### src/rtl/mpc_pkg.sv
package mpc_pkg;

  typedef enum logic [1:0] {
    MODE_FREE    = 2'd0,
    MODE_LIMIT   = 2'd1,
    MODE_ONESHOT = 2'd2,
    MODE_MODN    = 2'd3
  } cnt_mode_e;

  typedef struct packed {
    logic wrap_up;
    logic wrap_dn;
    logic hold;
  } step_evt_t;

endpackage

### src/rtl/mpc_preset_store.sv
module mpc_preset_store #(
  parameter int W = 24
) (
  input  logic         clk,
  input  logic         rst_n,
  input  logic         wr,
  input  logic [W-1:0] din,
  output logic [W-1:0] preset_q
);

  always_ff @(posedge clk) begin
    if (!rst_n)  preset_q <= '0;
    else if (wr) preset_q <= din;
  end

endmodule

### src/rtl/mpc_step_unit.sv
module mpc_step_unit
  import mpc_pkg::*;
#(
  parameter int W = 24
) (
  input  logic [W-1:0] cur,
  input  logic [W-1:0] pre,
  input  cnt_mode_e    mode,
  input  logic         up,
  input  logic         stopped,
  output logic [W-1:0] nxt,
  output step_evt_t    evt
);

  // {boundary crossed, stepped value}
  function automatic logic [W:0] bump(input logic [W-1:0] v, input logic go_up);
    logic [W-1:0] r;
    logic         f;
    r = go_up ? v + 1'b1 : v - 1'b1;
    f = go_up ? (&v) : ~(|v);
    return {f, r};
  endfunction

  logic [W:0] plain;
  logic       at_pre;
  logic       at_zero;

  always_comb begin
    plain       = bump(cur, up);
    at_pre      = (cur == pre);
    at_zero     = (cur == '0);
    nxt         = plain[W-1:0];
    evt.wrap_up = up & plain[W];
    evt.wrap_dn = ~up & plain[W];
    evt.hold    = 1'b0;
    unique case (mode)
      MODE_LIMIT: begin
        if ((up && at_pre) || (!up && at_zero)) begin
          nxt = cur;
          evt = '{wrap_up: 1'b0, wrap_dn: 1'b0, hold: 1'b1};
        end
      end
      MODE_ONESHOT: begin
        if (stopped) begin
          nxt = cur;
          evt = '{wrap_up: 1'b0, wrap_dn: 1'b0, hold: 1'b1};
        end
      end
      MODE_MODN: begin
        evt = '0;
        if (up && at_pre) begin
          nxt         = '0;
          evt.wrap_up = 1'b1;
        end else if (!up && at_zero) begin
          nxt         = pre;
          evt.wrap_dn = 1'b1;
        end
      end
      default: ;
    endcase
  end

endmodule

### src/rtl/mpc_flag_unit.sv
module mpc_flag_unit (
  input  logic clk,
  input  logic rst_n,
  input  logic ev_over,
  input  logic ev_under,
  input  logic clr,
  output logic carry_q,
  output logic borrow_q,
  output logic sign_q
);

  always_ff @(posedge clk) begin
    if (!rst_n) begin
      carry_q  <= 1'b0;
      borrow_q <= 1'b0;
      sign_q   <= 1'b0;
    end else begin
      if (ev_over)  carry_q <= 1'b1;
      else if (clr) carry_q <= 1'b0;
      if (ev_under) borrow_q <= 1'b1;
      else if (clr) borrow_q <= 1'b0;
      if (ev_under)     sign_q <= 1'b1;
      else if (ev_over) sign_q <= 1'b0;
      else if (clr)     sign_q <= 1'b0;
    end
  end

  // a clear without a competing overflow empties carry
  p_clear_carry_r9: assert property (@(posedge clk) disable iff (!rst_n)
    (clr && !ev_over) |=> !carry_q);

  // an underflow beats a clear in the same cycle
  p_under_wins_r9: assert property (@(posedge clk) disable iff (!rst_n)
    ev_under |=> (borrow_q && sign_q));

  // overflow without underflow leaves sign cleared
  p_over_sign_r8: assert property (@(posedge clk) disable iff (!rst_n)
    (ev_over && !ev_under) |=> (carry_q && !sign_q));

endmodule

### src/rtl/modal_preset_counter.sv
module modal_preset_counter
  import mpc_pkg::*;
#(
  parameter int W = 24
) (
  input  logic         clk,
  input  logic         rst_n,
  input  logic [1:0]   mode_sel,
  input  logic         preset_wr,
  input  logic [W-1:0] preset_din,
  input  logic         cnt_en,
  input  logic         cnt_up,
  input  logic         load_req,
  input  logic         clr_flags,
  input  logic         index_en,
  input  logic         index_evt,
  output logic [W-1:0] count_q,
  output logic         borrow_q,
  output logic         carry_q,
  output logic         sign_q,
  output logic         ext_bit,
  output logic         dir_up
);

  localparam logic [W-1:0] ALL_ONES = {W{1'b1}};

  cnt_mode_e    mode;
  logic [W-1:0] preset_q;
  logic [W-1:0] step_nxt;
  step_evt_t    step_evt;
  logic         stop_q;

  // named internal events
  logic do_load;
  logic take_step;
  logic ev_over;
  logic ev_under;

  assign mode      = cnt_mode_e'(mode_sel);
  assign do_load   = load_req | (index_en & index_evt);
  assign take_step = cnt_en & ~do_load;
  assign ev_over   = take_step & step_evt.wrap_up;
  assign ev_under  = take_step & step_evt.wrap_dn;
  assign ext_bit   = borrow_q ^ carry_q;

  mpc_preset_store #(.W(W)) u_preset (
    .clk      (clk),
    .rst_n    (rst_n),
    .wr       (preset_wr),
    .din      (preset_din),
    .preset_q (preset_q)
  );

  mpc_step_unit #(.W(W)) u_step (
    .cur     (count_q),
    .pre     (preset_q),
    .mode    (mode),
    .up      (cnt_up),
    .stopped (stop_q),
    .nxt     (step_nxt),
    .evt     (step_evt)
  );

  mpc_flag_unit u_flags (
    .clk      (clk),
    .rst_n    (rst_n),
    .ev_over  (ev_over),
    .ev_under (ev_under),
    .clr      (clr_flags),
    .carry_q  (carry_q),
    .borrow_q (borrow_q),
    .sign_q   (sign_q)
  );

  always_ff @(posedge clk) begin
    if (!rst_n) begin
      count_q <= '0;
      stop_q  <= 1'b0;
      dir_up  <= 1'b1;
    end else if (do_load) begin
      count_q <= preset_q;
      stop_q  <= 1'b0;
    end else if (take_step) begin
      count_q <= step_nxt;
      dir_up  <= cnt_up;
      if (mode == MODE_ONESHOT && (ev_over || ev_under)) stop_q <= 1'b1;
    end
  end

  // a load places the previous preset value in the count
  p_load_value_r2: assert property (@(posedge clk) disable iff (!rst_n)
    do_load |=> (count_q == $past(preset_q)));

  // free mode wraps from all-ones to zero with carry
  p_free_wrap_r4: assert property (@(posedge clk) disable iff (!rst_n)
    (take_step && mode == MODE_FREE && cnt_up && count_q == ALL_ONES)
      |=> (count_q == '0 && carry_q));

  // an up strobe at the preset in limited mode holds the count
  p_limit_stop_r5: assert property (@(posedge clk) disable iff (!rst_n)
    (take_step && mode == MODE_LIMIT && cnt_up && count_q == preset_q)
      |=> $stable(count_q));

  // a held step leaves the count unchanged
  p_hold_stable_r6: assert property (@(posedge clk) disable iff (!rst_n)
    (take_step && step_evt.hold) |=> $stable(count_q));

  // the modulo up-reload lands on zero
  p_modn_reload_r7: assert property (@(posedge clk) disable iff (!rst_n)
    (take_step && mode == MODE_MODN && cnt_up && count_q == preset_q)
      |=> (count_q == '0));

  // the direction flag follows each accepted strobe
  p_dir_follow_r10: assert property (@(posedge clk) disable iff (!rst_n)
    take_step |=> (dir_up == $past(cnt_up)));

endmodule

### config.mk
export PLATFORM = sky130hd
export DESIGN_NAME = modal_preset_counter
export DESIGN_NICKNAME = d
export VERILOG_FILES = /design/src/rtl/mpc_pkg.sv /design/src/rtl/mpc_preset_store.sv /design/src/rtl/mpc_step_unit.sv /design/src/rtl/mpc_flag_unit.sv /design/src/rtl/modal_preset_counter.sv
export SDC_FILE = /design/constraint.sdc
export NUM_CORES = 1
export LEC_CHECK = 0
export BUFFER_PORTS_ARGS = -buffer_cell sky130_fd_sc_hd__buf_2
export CAP_MARGIN = 25
export CORE_MARGIN = 2
export CORE_UTILIZATION = 55
export CTS_CLUSTER_DIAMETER = 100
export CTS_CLUSTER_SIZE = 30
export DETAILED_ROUTE_END_ITERATION = 10
export PLACE_DENSITY = 0.8
export SLEW_MARGIN = 20
export SYNTH_ARGS = -nofsm -noshare
export SYNTH_HDL_FRONTEND = slang
export SYNTH_HIERARCHICAL = 1
export SYNTH_SLANG_ARGS = --single-unit
### constraint.sdc
create_clock -name clk -period 4.3 [get_ports clk]
set_clock_uncertainty 0.05 [all_clocks]
set_input_delay 0.43 -clock clk [delete_from_list [all_inputs] [get_ports clk]]
set_output_delay 0.43 -clock clk [all_outputs]
set_load 0.05 [all_outputs]
==> Flow_metrics.wiki, run 1 <==
{| class="wikitable"
! Metric !! Value
|-
| Leak Pwr || 1.99 nW
|-
| Max Clock Freq || 291 MHz
|-
| Starting Density || 0.564
|-
| Capturing element of the worst setup path || count_q[20]
|-
| Utilization after layout || 0.604
|-
| Arrival time reported for the critical path endpoint || 3.63 ns
|-
| 1st-iter DRT viols || 286
|-
| Most instantiated library cell after synthesis || sky130_fd_sc_hd__dfxtp_1
|-
| Cell chain of the critical path || buf_2 > inv_1 > ha_1 > a21o_1 > a21oi_1 > o21ai_0 > a221oi_1 > o31a_1 > o21ai_0 > xnor2_1 > o21ai_0 > mux2i_1 > o21ai_1
|-
| Minimum period implied by the final worst setup slack || 3.44 ns
|-
| DRT antenna net count || 0
|-
| Number of top-level pins || 64
|-
| Number of port buffers || 63
|-
| Setup TNS || 0 ns
|-
| Most frequent cells after synthesis || sky130_fd_sc_hd__dfxtp_1 (53), sky130_fd_sc_hd__mux2i_1 (49), sky130_fd_sc_hd__xnor2_1 (36), sky130_fd_sc_hd__nor2b_1 (31), sky130_fd_sc_hd__a21oi_1 (28)
|-
| Sw frac || 0.374
|-
| Max Fanout on Critical Path || 16
|-
| CP Launch Type || input pin
|-
| Startpoint of the most critical setup path || cnt_up
|-
| Unrepaired setup endpoints after global routing || no
|-
| Setup slack on the worst flop-to-flop path || 0.98 ns
|-
| Share of Yosys cell area claimed by the top area cell type || 0.246
|-
| Part of the Yosys area used for sequential elements || 0.246
|-
| Post-CTS Setup Bufs || 0
|-
| Combinational power share || 0.342
|-
| Filler-free cell count of the finished design || 634
|-
| Core box area || 7650 µm²
|-
| Max VDD drop || 178 µV
|-
| Synth warn || 6
|-
| Slew at the pin with the worst max-slew slack || 1.11 ns
|-
| Delay contributed by the slowest stage of the critical path || 0.50 ns
|-
| Portion of the clock cycle consumed by the worst path in the final layout || 0.799
|-
| Fraction of registers with async set/reset || 0
|-
| Largest net degree at the start of global routing || 54
|-
| Power dissipated by switching net loads || 0.494 mW
|-
| Post-synthesis cell count || 487
|-
| Critical path capture point type || flop
|-
| Vias in the first global route || 4032
|-
| Launch point of the worst reg-to-reg path || count_q[0]
|-
| Count of distinct cell types in the synthesized netlist || 61
|-
| Final HPWL from detailed placement || 8380 µm
|-
| Worst R2R End || count_q[20]
|-
| Sum of internal, switching and leakage power || 1.32 mW
|-
| Post-placement cell count || 627
|-
| Die area || 8560 µm²
|-
| Antenna violations before repair || 0
|-
| Master of the slowest instance on the critical path || sky130_fd_sc_hd__a221oi_1
|-
| Total wirelength of the detailed-routed design || 11900 µm
|-
| Post-synth top area cell || sky130_fd_sc_hd__dfxtp_1
|-
| Clock power frac || 0.222
|-
| Data required, critical path || 4.49 ns
|-
| Cell chosen for the clock root || sky130_fd_sc_hd__clkbuf_8
|-
| Area grow syn2layout || 7.14%
|-
| Remaining DRCs || 0
|-
| Final hold slack || 0.327 ns
|-
| Area post-placement || 4530 µm²
|-
| Run status || finished clean
|-
| Antenna diode count || 0
|-
| Setup Viol. Count Final || 0
|-
| Cts repair resizes || 0
|-
| Post-route cell area || 4620 µm²
|-
| Minimum setup slack after placement || 0.594 ns
|-
| Post-Synthesis Cell Area || 4310 µm²
|-
| GR Layer Usage met3 || 0.0415
|-
| Final max-slew violation count || 0
|-
| Final setup slack of the worst path || 0.864 ns
|-
| H-Tree Level Count || 2
|-
| Primary FF master, synth || sky130_fd_sc_hd__dfxtp_1
|-
| Stages on the worst setup path || 13
|-
| Final hold viol count || 0
|-
| R2R cell count || 11
|-
| Seq cells post-synth || 53
|-
| Max-slew headroom at the worst pin || 0.259
|-
| Number of detailed-routing iterations run before antenna repair || 5
|-
| Clk sink count || 53
|-
| Combined global-route utilization of all metal layers || 0.279
|-
| Power density cells || 286 nW/µm²
|-
| First-pass GRT wire length || 19500 µm
|-
| Overall die height || 92.5 µm
|-
| Met1 track demand over resource in global routing || 0.352
|-
| CTS clk-pin slew, worst paths || 0.10 ns
|-
| Int Power || 0.827 mW
|-
| Row Count || 32
|-
| Gp weighted congestion || 0.983
|-
| Die Wd || 92.5 µm
|-
| Final routed wire length divided by cell count || 18.8 µm
|-
| Vias || 4108
|-
| Hold buffers post-CTS || 0
|-
| WP buf/inv || 2
|-
| Clk buf depth || 2
|-
| Synthesized area per cell || 8.85 µm²
|-
| Routed vias/inst || 6.48
|-
| Worst path most repeated cell || sky130_fd_sc_hd__o21ai_0
|-
| Inserted Clock Buffers || 5
|-
| CP Class || in2reg
|-
| Flop pwr share || 0.436
|-
| Global route hottest layer || met2
|-
| Maxcap violations || 0
|-
| Post-layout net count || 590
|-
| Fraction of layout instances using a drive strength above 1 || 0.169
|-
| Clock Latency Late Sink || 0.31 ns
|-
| Met2 demand-to-capacity share in global routing || 0.467
|-
| Cells taking the most area after synthesis || sky130_fd_sc_hd__dfxtp_1 (25%), sky130_fd_sc_hd__mux2i_1 (11%), sky130_fd_sc_hd__xnor2_1 (7.3%)
|-
| Number of enable-type register cells in the synthesized netlist || 0
|-
| Global-route congestion overflow total || 0
|-
| Path class of the lowest-slack min-delay path || in2reg
|-
| Post-synth net total || 545
|-
| Kind of cell adding the most delay to the critical path || compound AO/OA/AOI/OAI gates
|-
| CTS tree || done
|}
==> worst register-to-register path, stage by stage (launching register included) <==
cell	delay, ns
sky130_fd_sc_hd__dfxtp_1	0.45
sky130_fd_sc_hd__fa_1	0.51
sky130_fd_sc_hd__a21o_1	0.20
sky130_fd_sc_hd__a21oi_1	0.27
sky130_fd_sc_hd__o21ai_0	0.18
sky130_fd_sc_hd__a221oi_1	0.50
sky130_fd_sc_hd__o31a_1	0.36
sky130_fd_sc_hd__o21ai_0	0.16
sky130_fd_sc_hd__xnor2_1	0.13
sky130_fd_sc_hd__o21ai_0	0.19
sky130_fd_sc_hd__mux2i_1	0.12
sky130_fd_sc_hd__o21ai_1	0.14
==> worst min path at each step <==
| stage | from | endpoint | slack [ns] | cells past startpoint |
|---|---|---|---|---|
| 6_report | preset_din[6] | u_preset/preset_q[6] | 0.33 | 3 |
| 3_5_place_dp | u_preset/preset_q[17] | count_q[17] | 0.49 | 2 |
| 3_3_place_gp | u_preset/preset_q[7] | count_q[7] | 0.48 | 2 |
| 4_1_cts | preset_din[3] | u_preset/preset_q[3] | 0.32 | 3 |
| 2_1_floorplan | u_preset/preset_q[23] | count_q[23] | 0.43 | 2 |
| 5_1_grt | preset_din[5] | u_preset/preset_q[5] | 0.33 | 3 |
==> cell usage in the layout, fill, tap and decap left out, types with 7 or more instances in the layout <==
cell,instances
sky130_fd_sc_hd__buf_2,63
sky130_fd_sc_hd__dfxtp_1,53
sky130_fd_sc_hd__mux2i_1,49
sky130_fd_sc_hd__xnor2_1,36
sky130_fd_sc_hd__nor2b_1,31
sky130_fd_sc_hd__a21oi_1,28
sky130_fd_sc_hd__o21ai_0,27
sky130_fd_sc_hd__o21ai_1,25
sky130_fd_sc_hd__o211ai_1,22
sky130_fd_sc_hd__a22oi_1,22
sky130_fd_sc_hd__ha_1,22
sky130_fd_sc_hd__nand2_1,18
sky130_fd_sc_hd__nand4_1,14
sky130_fd_sc_hd__a21o_1,9
sky130_fd_sc_hd__xor2_1,8
sky130_fd_sc_hd__inv_1,8
sky130_fd_sc_hd__nor4_1,8
sky130_fd_sc_hd__and3_1,7
sky130_fd_sc_hd__nand3_1,7
==> per-layer routing <==
| layer | vias up | wire (µm) |
|---|---|---|
| li1 | 1914 | - |
| met1 | 1946 | 4870 |
| met2 | 211 | 5590 |
| met3 | 37 | 1050 |
| met4 | 0 | 415 |
| met5 | - | 0 |
==> cell type report <==
| type | count | area (µm²) |
|---|---|---|
| Timing Repair Buffer | 66 | 338 |
| Clock buffer | 6 | 82.6 |
| Fill cell | 702 | 3030 |
| Tap cell | 102 | 128 |
| Inverter | 8 | 30.0 |
| Sequential cell | 53 | 1060 |
| Clock inverter | 1 | 7.51 |
| Multi-Input combinational cell | 398 | 2970 |
==> flip-flops by register name, indices dropped and copies added, names as in the netlist <==
signal             count
u_flags/borrow_q       1
u_flags/carry_q        1
count_q               24
u_preset/preset_q     24
u_flags/sign_q         1
dir_up                 1
stop_q                 1
==> cells by family (layout without fill, tap and decap cells) <==
group	after synthesis	in the layout	synth area share
DFF	53	53	0.246
adders and majority gates	23	23	0.0685
buffers and inverters	36	81	0.0644
xor gates and xnor gates	44	44	0.0894
AOI/OAI and AO/OA	170	170	0.263
muxes	49	49	0.114
and+or+nand+nor	112	112	0.155
==> power groups by stage <==
stage / clock network [mW] / registers, mW / logic, mW
finish: 0.293 / 0.577 / 0.451
global route: 0.312 / 0.582 / 0.488
CTS: 0.306 / 0.576 / 0.444
detailed placement: 0 / 0.587 / 0.440
global placement: 0 / 0.586 / 0.432
floorplan: 0 / 0.622 / 0.304
Note: power is estimated with default switching activity, not from simulation.
==> run 2: changes to the inputs <==
--- a/config.mk
+++ b/config.mk
@@ -5,14 +5,15 @@
 export SDC_FILE = /design/constraint.sdc
 export NUM_CORES = 1
 export LEC_CHECK = 0
+export ABC_AREA = 1
 export BUFFER_PORTS_ARGS = -buffer_cell sky130_fd_sc_hd__buf_2
 export CAP_MARGIN = 25
 export CORE_MARGIN = 2
-export CORE_UTILIZATION = 55
+export CORE_UTILIZATION = 54
 export CTS_CLUSTER_DIAMETER = 100
 export CTS_CLUSTER_SIZE = 30
 export DETAILED_ROUTE_END_ITERATION = 10
-export PLACE_DENSITY = 0.8
+export PLACE_DENSITY = 0.81
 export SLEW_MARGIN = 20
 export SYNTH_ARGS = -nofsm -noshare
 export SYNTH_HDL_FRONTEND = slang
==> constraint.sdc (replaced) <==
create_clock -name clk -period 3 [get_ports clk]
set_clock_uncertainty 0.05 [all_clocks]
set_input_delay 0.3 -clock clk [delete_from_list [all_inputs] [get_ports clk]]
set_output_delay 0.3 -clock clk [all_outputs]
set_load 0.05 [all_outputs]
==> Flow_metrics.wiki, run 2 <==
{| class="wikitable"
! Metric !! Value
|-
| Run status || finished clean (unchanged)
|-
| Cts repair resizes || 0 (unchanged)
|-
| Gp weighted congestion || 0.981 (was 0.983)
|-
| Area grow syn2layout || 9.20% (was 7.14%)
|-
| Largest net degree at the start of global routing || 52 (was 54)
|-
| Area post-placement || 5880 µm² (was 4530 µm²)
|-
| Post-synth net total || 1083 (was 545)
|-
| Max-slew headroom at the worst pin || 0.371 (was 0.259)
|-
| Post-synth top area cell || sky130_fd_sc_hd__nand2_1 (was sky130_fd_sc_hd__dfxtp_1)
|-
| Die Wd || 105 µm (was 92.5 µm)
|-
| Data required, critical path || 3.21 ns (was 4.49 ns)
|-
| Total wirelength of the detailed-routed design || 16100 µm (was 11900 µm)
|-
| Primary FF master, synth || sky130_fd_sc_hd__dfxtp_1 (unchanged)
|-
| Final hold slack || 0.194 ns (was 0.327 ns)
|-
| Remaining DRCs || 0 (unchanged)
|-
| Combined global-route utilization of all metal layers || 0.293 (was 0.279)
|-
| Sum of internal, switching and leakage power || 2.26 mW (was 1.32 mW)
|-
| Hold buffers post-CTS || 0 (unchanged)
|-
| Max VDD drop || 245 µV (was 178 µV)
|-
| Row Count || 36 (was 32)
|-
| Clock Latency Late Sink || 0.32 ns (was 0.31 ns)
|-
| Cells taking the most area after synthesis || sky130_fd_sc_hd__nand2_1 (29%), sky130_fd_sc_hd__dfxtp_1 (19%), sky130_fd_sc_hd__inv_1 (11%) (was sky130_fd_sc_hd__dfxtp_1 (25%), sky130_fd_sc_hd__mux2i_1 (11%), sky130_fd_sc_hd__xnor2_1 (7.3%))
|-
| CP Class || reg2reg (was in2reg)
|-
| Count of distinct cell types in the synthesized netlist || 34 (was 61)
|-
| Share of Yosys cell area claimed by the top area cell type || 0.290 (was 0.246)
|-
| Final setup slack of the worst path || 0.490 ns (was 0.864 ns)
|-
| Seq cells post-synth || 53 (unchanged)
|-
| DRT antenna net count || 0 (unchanged)
|-
| Most frequent cells after synthesis || sky130_fd_sc_hd__nand2_1 (424), sky130_fd_sc_hd__inv_1 (166), sky130_fd_sc_hd__nor2_1 (120), sky130_fd_sc_hd__nand3_1 (93), sky130_fd_sc_hd__dfxtp_1 (53) (was sky130_fd_sc_hd__dfxtp_1 (53), sky130_fd_sc_hd__mux2i_1 (49), sky130_fd_sc_hd__xnor2_1 (36), sky130_fd_sc_hd__nor2b_1 (31), sky130_fd_sc_hd__a21oi_1 (28))
|-
| Cell chosen for the clock root || sky130_fd_sc_hd__clkbuf_8 (unchanged)
|-
| Final max-slew violation count || 0 (unchanged)
|-
| Final hold viol count || 0 (unchanged)
|-
| Clk buf depth || 2 (unchanged)
|-
| Minimum setup slack after placement || 0.391 ns (was 0.594 ns)
|-
| Number of port buffers || 63 (unchanged)
|-
| Number of top-level pins || 64 (unchanged)
|-
| Final routed wire length divided by cell count || 13.3 µm (was 18.8 µm)
|-
| Fraction of layout instances using a drive strength above 1 || 0.101 (was 0.169)
|-
| Number of enable-type register cells in the synthesized netlist || 0 (unchanged)
|-
| Critical path capture point type || flop (unchanged)
|-
| Post-layout net count || 1141 (was 590)
|-
| Antenna violations before repair || 0 (unchanged)
|-
| Slew at the pin with the worst max-slew slack || 0.943 ns (was 1.11 ns)
|-
| CTS tree || done (unchanged)
|-
| Final HPWL from detailed placement || 12300 µm (was 8380 µm)
|-
| Max Clock Freq || 398 MHz
|-
| Synthesized area per cell || 5.35 µm² (was 8.85 µm²)
|-
| Synth warn || 6 (unchanged)
|-
| Inserted Clock Buffers || 5 (unchanged)
|-
| Starting Density || 0.558 (was 0.564)
|-
| Registers with the most flip-flops || count_q: 24 flops, u_preset/preset_q: 24 flops (unchanged)
|-
| Maxcap violations || 0 (unchanged)
|-
| Most frequent standard cell in the layout excluding fill and tap cells || sky130_fd_sc_hd__nand2_1 (was sky130_fd_sc_hd__buf_2)
|-
| Fraction of registers with async set/reset || 0 (unchanged)
|-
| Post-placement cell count || 1209 (was 627)
|-
| Part of the Yosys area used for sequential elements || 0.194 (was 0.246)
|-
| CP Launch Type || flop (was input pin)
|-
| Unrepaired setup endpoints after global routing || no (unchanged)
|-
| First-pass GRT wire length || 26300 µm (was 19500 µm)
|-
| Path class of the lowest-slack min-delay path || in2reg (unchanged)
|-
| CTS clk-pin slew, worst paths || 0.10 ns (about the same)
|-
| Power density cells || 378 nW/µm² (was 286 nW/µm²)
|-
| Setup Viol. Count Final || 0 (unchanged)
|-
| Portion of the clock cycle consumed by the worst path in the final layout || 0.837
|-
| Filler-free cell count of the finished design || 1216 (was 634)
|-
| Post-CTS Setup Bufs || 0 (unchanged)
|-
| Setup TNS || 0 ns (unchanged)
|-
| Arrival time reported for the critical path endpoint || 2.72 ns (was 3.63 ns)
|-
| Leak Pwr || 3.51 nW (was 1.99 nW)
|-
| Most used cells in the layout excluding fill and tap cells || sky130_fd_sc_hd__nand2_1 (424), sky130_fd_sc_hd__inv_1 (166), sky130_fd_sc_hd__nor2_1 (120) (was sky130_fd_sc_hd__buf_2 (63), sky130_fd_sc_hd__dfxtp_1 (53), sky130_fd_sc_hd__mux2i_1 (49))
|-
| Number of detailed-routing iterations run before antenna repair || 7 (was 5)
|-
| Vias || 6344 (was 4108)
|-
| H-Tree Level Count || 2 (unchanged)
|-
| Overall die height || 105 µm (was 92.5 µm)
|-
| Fillers || 1029 (was 702)
|-
| Utilization after layout || 0.609 (was 0.604)
|-
| Max Fanout on Critical Path || 10 (was 16)
|-
| Post-Synthesis Cell Area || 5480 µm² (was 4310 µm²)
|-
| Global-route congestion overflow total || 0 (unchanged)
|-
| Most instantiated library cell after synthesis || sky130_fd_sc_hd__nand2_1 (was sky130_fd_sc_hd__dfxtp_1)
|-
| Minimum period implied by the final worst setup slack || 2.51 ns
|-
| Die area || 11000 µm² (was 8560 µm²)
|-
| Antenna diode count || 0 (unchanged)
|-
| Post-route cell area || 5980 µm² (was 4620 µm²)
|-
| 1st-iter DRT viols || 644 (was 286)
|-
| Vias in the first global route || 5627 (was 4032)
|-
| Post-synthesis cell count || 1025 (was 487)
|-
| Clk sink count || 53 (unchanged)
|-
| Core box area || 9820 µm² (was 7650 µm²)
|-
| Routed vias/inst || 5.22 (was 6.48)
|}
run 2: cell types whose count changed after synthesis, sizes merged, moves of 31 or more:
cell,delta
o21ai,-40
nand3,+87
mux2i,-49
nand2,+418
nor2b,-31
nor2,+118
inv,+165
run 2: logic make-up (layout without fill, tap and decap cells):
kind of cell	count (synthesis)	in the layout	synth area share
simple gates	694	694	0.532
buf+inv	197	255	0.152
flops	53	53	0.194
compound gates	40	40	0.0393
fa+ha+maj	23	23	0.0539
xor+xnor	18	18	0.0288
run 2: power by group:
part | switching (mW) | internal (mW) | total [mW]
registers | 0.0979 | 0.751 | 0.849
logic | 0.602 | 0.314 | 0.916
clock network | 0.250 | 0.248 | 0.497
total | 0.949 | 1.31 | 2.26
run 2: worst paths after layout:
path / startpoint / end / slack [ns] / depth (start not counted)
hold / removal: clr_flags / u_flags/carry_q / 0.19 / 4
setup / recovery: count_q[1] / count_q[16] / 0.49 / 16
hold reg to reg: u_flags/sign_q / u_flags/sign_q / 0.43 / 2
setup reg to reg: count_q[1] / count_q[16] / 0.49 / 16
run 2: area by class of cell:
type	instances	area [µm²]	share of cell area
Clock buffer	5	68.8	0.0115
Clock inverter	2	38.8	0.00648
Inverter	174	653	0.109
Multi-Input combinational cell	775	3580	0.599
Sequential cell	53	1060	0.177
Tap cell	133	166	0.0278
Timing Repair Buffer	74	410	0.0686
run 2: critical path, cell delays in order, from the launching register on:
cell                      delay, ns
sky130_fd_sc_hd__dfxtp_1       0.49
sky130_fd_sc_hd__fa_1          0.53
sky130_fd_sc_hd__nand2_1       0.10
sky130_fd_sc_hd__inv_1         0.05
sky130_fd_sc_hd__nand2_1       0.05
sky130_fd_sc_hd__nand2_1       0.09
sky130_fd_sc_hd__nand3_1       0.14
sky130_fd_sc_hd__nand3_1       0.17
sky130_fd_sc_hd__nand2_1       0.14
sky130_fd_sc_hd__nand2_1       0.06
sky130_fd_sc_hd__nand2_1       0.05
sky130_fd_sc_hd__nand4_1       0.13
sky130_fd_sc_hd__nand3_1       0.13
sky130_fd_sc_hd__nand2_2       0.05
sky130_fd_sc_hd__nand3_1       0.10
sky130_fd_sc_hd__nand2_1       0.05
sky130_fd_sc_hd__inv_1         0.07
run 2: metal layers:
layer / track usage / wire [µm] / up-vias
li1: - / - / 3248
met3: 0.0274 / 1370 / 50
met4: 0.121 / 676 / 0
met2: 0.474 / 6970 / 297
met1: 0.399 / 7110 / 2749
met5: 0 / 0 / -
==> run 3: changes to the inputs <==
==> constraint.sdc (replaced) <==
create_clock -name clk -period 2.3 [get_ports clk]
set_clock_uncertainty 0.05 [all_clocks]
set_input_delay 0.23 -clock clk [delete_from_list [all_inputs] [get_ports clk]]
set_output_delay 0.23 -clock clk [all_outputs]
set_load 0.05 [all_outputs]
==> Flow_metrics.wiki, run 3 (synthesized netlist as in run 2, its figures left out) <==
{| class="wikitable"
! Metric !! Value
|-
| Delay contributed by the slowest stage of the critical path || 0.40 ns (was 0.53 ns)
|-
| CTS clk-pin slew, worst paths || 0.12 ns (was 0.10 ns)
|-
| Starting Density || 0.558 (unchanged)
|-
| Registers with the most flip-flops || count_q: 24 flops, u_preset/preset_q: 24 flops (unchanged)
|-
| Cell chain of the critical path || ha_4 > nand4_1 > nor2_1 > nand3_2 > nand3_1 > nand2_1 > nand2_1 > nand3_1 > nand3_1 > nand2_1 > nand3_1 > nand2_1 > inv_1 (was fa_1 > nand2_1 > inv_1 > nand2_1 > nand2_1 > nand3_1 > nand3_1 > nand2_1 > nand2_1 > nand2_1 > nand4_1 > nand3_1 > nand2_2 > nand3_1 > nand2_1 > inv_1)
|-
| Max Fanout on Critical Path || 5 (was 10)
|-
| Largest net degree at the start of global routing || 49 (was 52)
|-
| Most frequent standard cell in the layout excluding fill and tap cells || sky130_fd_sc_hd__nand2_1 (unchanged)
|-
| Slew at the pin with the worst max-slew slack || 0.874 ns (was 0.943 ns)
|-
| Final hold viol count || 0 (unchanged)
|-
| Max VDD drop || 460 µV (was 245 µV)
|-
| Clk buf depth || 2 (unchanged)
|-
| Max Clock Freq || 445 MHz (was 398 MHz)
|-
| Maxcap violations || 0 (unchanged)
|-
| DRT antenna net count || 0 (unchanged)
|-
| Remaining DRCs || 0 (unchanged)
|-
| Final HPWL from detailed placement || 13000 µm (was 12300 µm)
|-
| Critical path capture point type || flop (unchanged)
|-
| Cell chosen for the clock root || sky130_fd_sc_hd__clkbuf_8 (unchanged)
|-
| Post-route cell area || 7170 µm² (was 5980 µm²)
|-
| Area post-placement || 6390 µm² (was 5880 µm²)
|-
| CP Launch Type || flop (unchanged)
|-
| Global-route congestion overflow total || 0 (unchanged)
|-
| Master of the slowest instance on the critical path || sky130_fd_sc_hd__dfxtp_4 (was sky130_fd_sc_hd__fa_1)
|-
| Clk sink count || 53 (unchanged)
|-
| Area grow syn2layout || 30.8% (was 9.20%)
|-
| Arrival time reported for the critical path endpoint || 2.46 ns (was 2.72 ns)
|-
| CTS tree || done (unchanged)
|-
| Sum of internal, switching and leakage power || 3.39 mW (was 2.26 mW)
|-
| Antenna violations before repair || 0 (unchanged)
|-
| Inserted Clock Buffers || 5 (unchanged)
|-
| Number of port buffers || 63 (unchanged)
|-
| Setup Viol. Count Final || 0 (unchanged)
|-
| Leak Pwr || 3.97 nW (was 3.51 nW)
|-
| Post-layout net count || 1217 (was 1141)
|-
| Run status || finished clean (unchanged)
|-
| Die area || 11000 µm² (unchanged)
|-
| 1st-iter DRT viols || 955 (was 644)
|-
| Most used cells in the layout excluding fill and tap cells || sky130_fd_sc_hd__nand2_1 (406), sky130_fd_sc_hd__inv_1 (161), sky130_fd_sc_hd__nor2_1 (108) (was sky130_fd_sc_hd__nand2_1 (424), sky130_fd_sc_hd__inv_1 (166), sky130_fd_sc_hd__nor2_1 (120))
|-
| Routed vias/inst || 5.30 (was 5.22)
|-
| Total wirelength of the detailed-routed design || 18300 µm (was 16100 µm)
|-
| Unrepaired setup endpoints after global routing || yes (was no)
|-
| Core box area || 9820 µm² (unchanged)
|-
| Vias || 6851 (was 6344)
|-
| Post-placement cell count || 1274 (was 1209)
|-
| Max-slew headroom at the worst pin || 0.417 (was 0.371)
|-
| Gp weighted congestion || 1.00 (was 0.981)
|-
| Setup TNS || 0 ns (unchanged)
|-
| Path class of the lowest-slack min-delay path || in2reg (unchanged)
|-
| Utilization after layout || 0.730 (was 0.609)
|-
| Die Wd || 105 µm (unchanged)
|-
| Minimum period implied by the final worst setup slack || 2.25 ns (was 2.51 ns)
|-
| H-Tree Level Count || 2 (unchanged)
|-
| Overall die height || 105 µm (unchanged)
|-
| Number of top-level pins || 64 (unchanged)
|-
| Fraction of layout instances using a drive strength above 1 || 0.238 (was 0.101)
|-
| Startpoint of the most critical hold path || clr_flags (unchanged)
|-
| Launch point of the worst reg-to-reg path || count_q[16] (was count_q[1])
|-
| Number of detailed-routing iterations run before antenna repair || 6 (was 7)
|-
| Power density cells || 474 nW/µm² (was 378 nW/µm²)
|-
| CP Class || reg2reg (unchanged)
|-
| Startpoint of the most critical setup path || count_q[16] (was count_q[1])
|-
| Final max-slew violation count || 0 (unchanged)
|-
| Final routed wire length divided by cell count || 14.1 µm (was 13.3 µm)
|-
| Antenna diode count || 0 (unchanged)
|-
| Filler-free cell count of the finished design || 1293 (was 1216)
|-
| Row Count || 36 (unchanged)
|-
| First-pass GRT wire length || 27400 µm (was 26300 µm)
|-
| Data required, critical path || 2.51 ns (was 3.21 ns)
|-
| Vias in the first global route || 5824 (was 5627)
|-
| Portion of the clock cycle consumed by the worst path in the final layout || 0.977 (was 0.837)
|-
| Combined global-route utilization of all metal layers || 0.304 (was 0.293)
|-
| Clock Latency Late Sink || 0.33 ns (was 0.32 ns)
|}
-- run 3: changes by cell type in the layout (fill, tap and decap cells not counted), sizes merged --
| cell | previous run | this run |
|---|---|---|
| bufinv | 1 | 2 |
| clkinv | 1 | 2 |
| clkinvlp | 0 | 1 |
| inv | 174 | 172 |
| buf | 74 | 146 |
| a21oi | 25 | 26 |
| nand2 | 437 | 440 |
-- run 3: cell type report --
cell class / instances / area, µm²
Clock buffer: 5 / 68.8
Clock inverter: 3 / 65.1
Fill cell: 900 / 2650
Inverter: 174 / 657
Multi-Input combinational cell: 779 / 4110
Sequential cell: 53 / 1120
Tap cell: 133 / 166
Timing Repair Buffer: 146 / 978
-- run 3: critical path: cells and delay by family (launching register included) --
family                     cells  cell delay (ns)
DFF                            1             0.40
buffers and inverters          1             0.05
adders and majority gates      1             0.30
and+or+nand+nor               11             1.36
-- run 3: timing repair --
action	4_1_cts	5_1_grt
hold buffers	0	0
setup endpoints to repair	0	26
buffers inserted	0	7
resized for setup	0	105
-- run 3: per-layer routing --
metal,track usage,up-vias,part of all wire
met2,0.482,372,0.46
met1,0.411,3013,0.41
met3,0.0487,62,0.089
met4,0.122,0,0.043
li1,-,3404,-
met5,0,-,0
-- run 3: final timing paths --
check        slack (ns)               end  depth (start not counted)
max reg2reg        0.05       count_q[18]                         13
min reg2reg        0.43    u_flags/sign_q                          2
min                0.13  u_flags/borrow_q                          4
max                0.05       count_q[18]                         13
-- run 3: per-stage QoR --
stage	hold slack, ns	setup WS [ns]
2_1_floorplan	0.300	-0.00496
3_3_place_gp	0.418	-0.114
3_5_place_dp	0.417	-0.144
4_1_cts	0.131	0.0222
5_1_grt	0.145	-0.142
6_report	0.130	0.0519
-- run 3: report_power, final --
group | internal, mW | switching, mW
Combinational | 0.613 | 0.927
Clock | 0.433 | 0.331
Sequential | 0.981 | 0.109
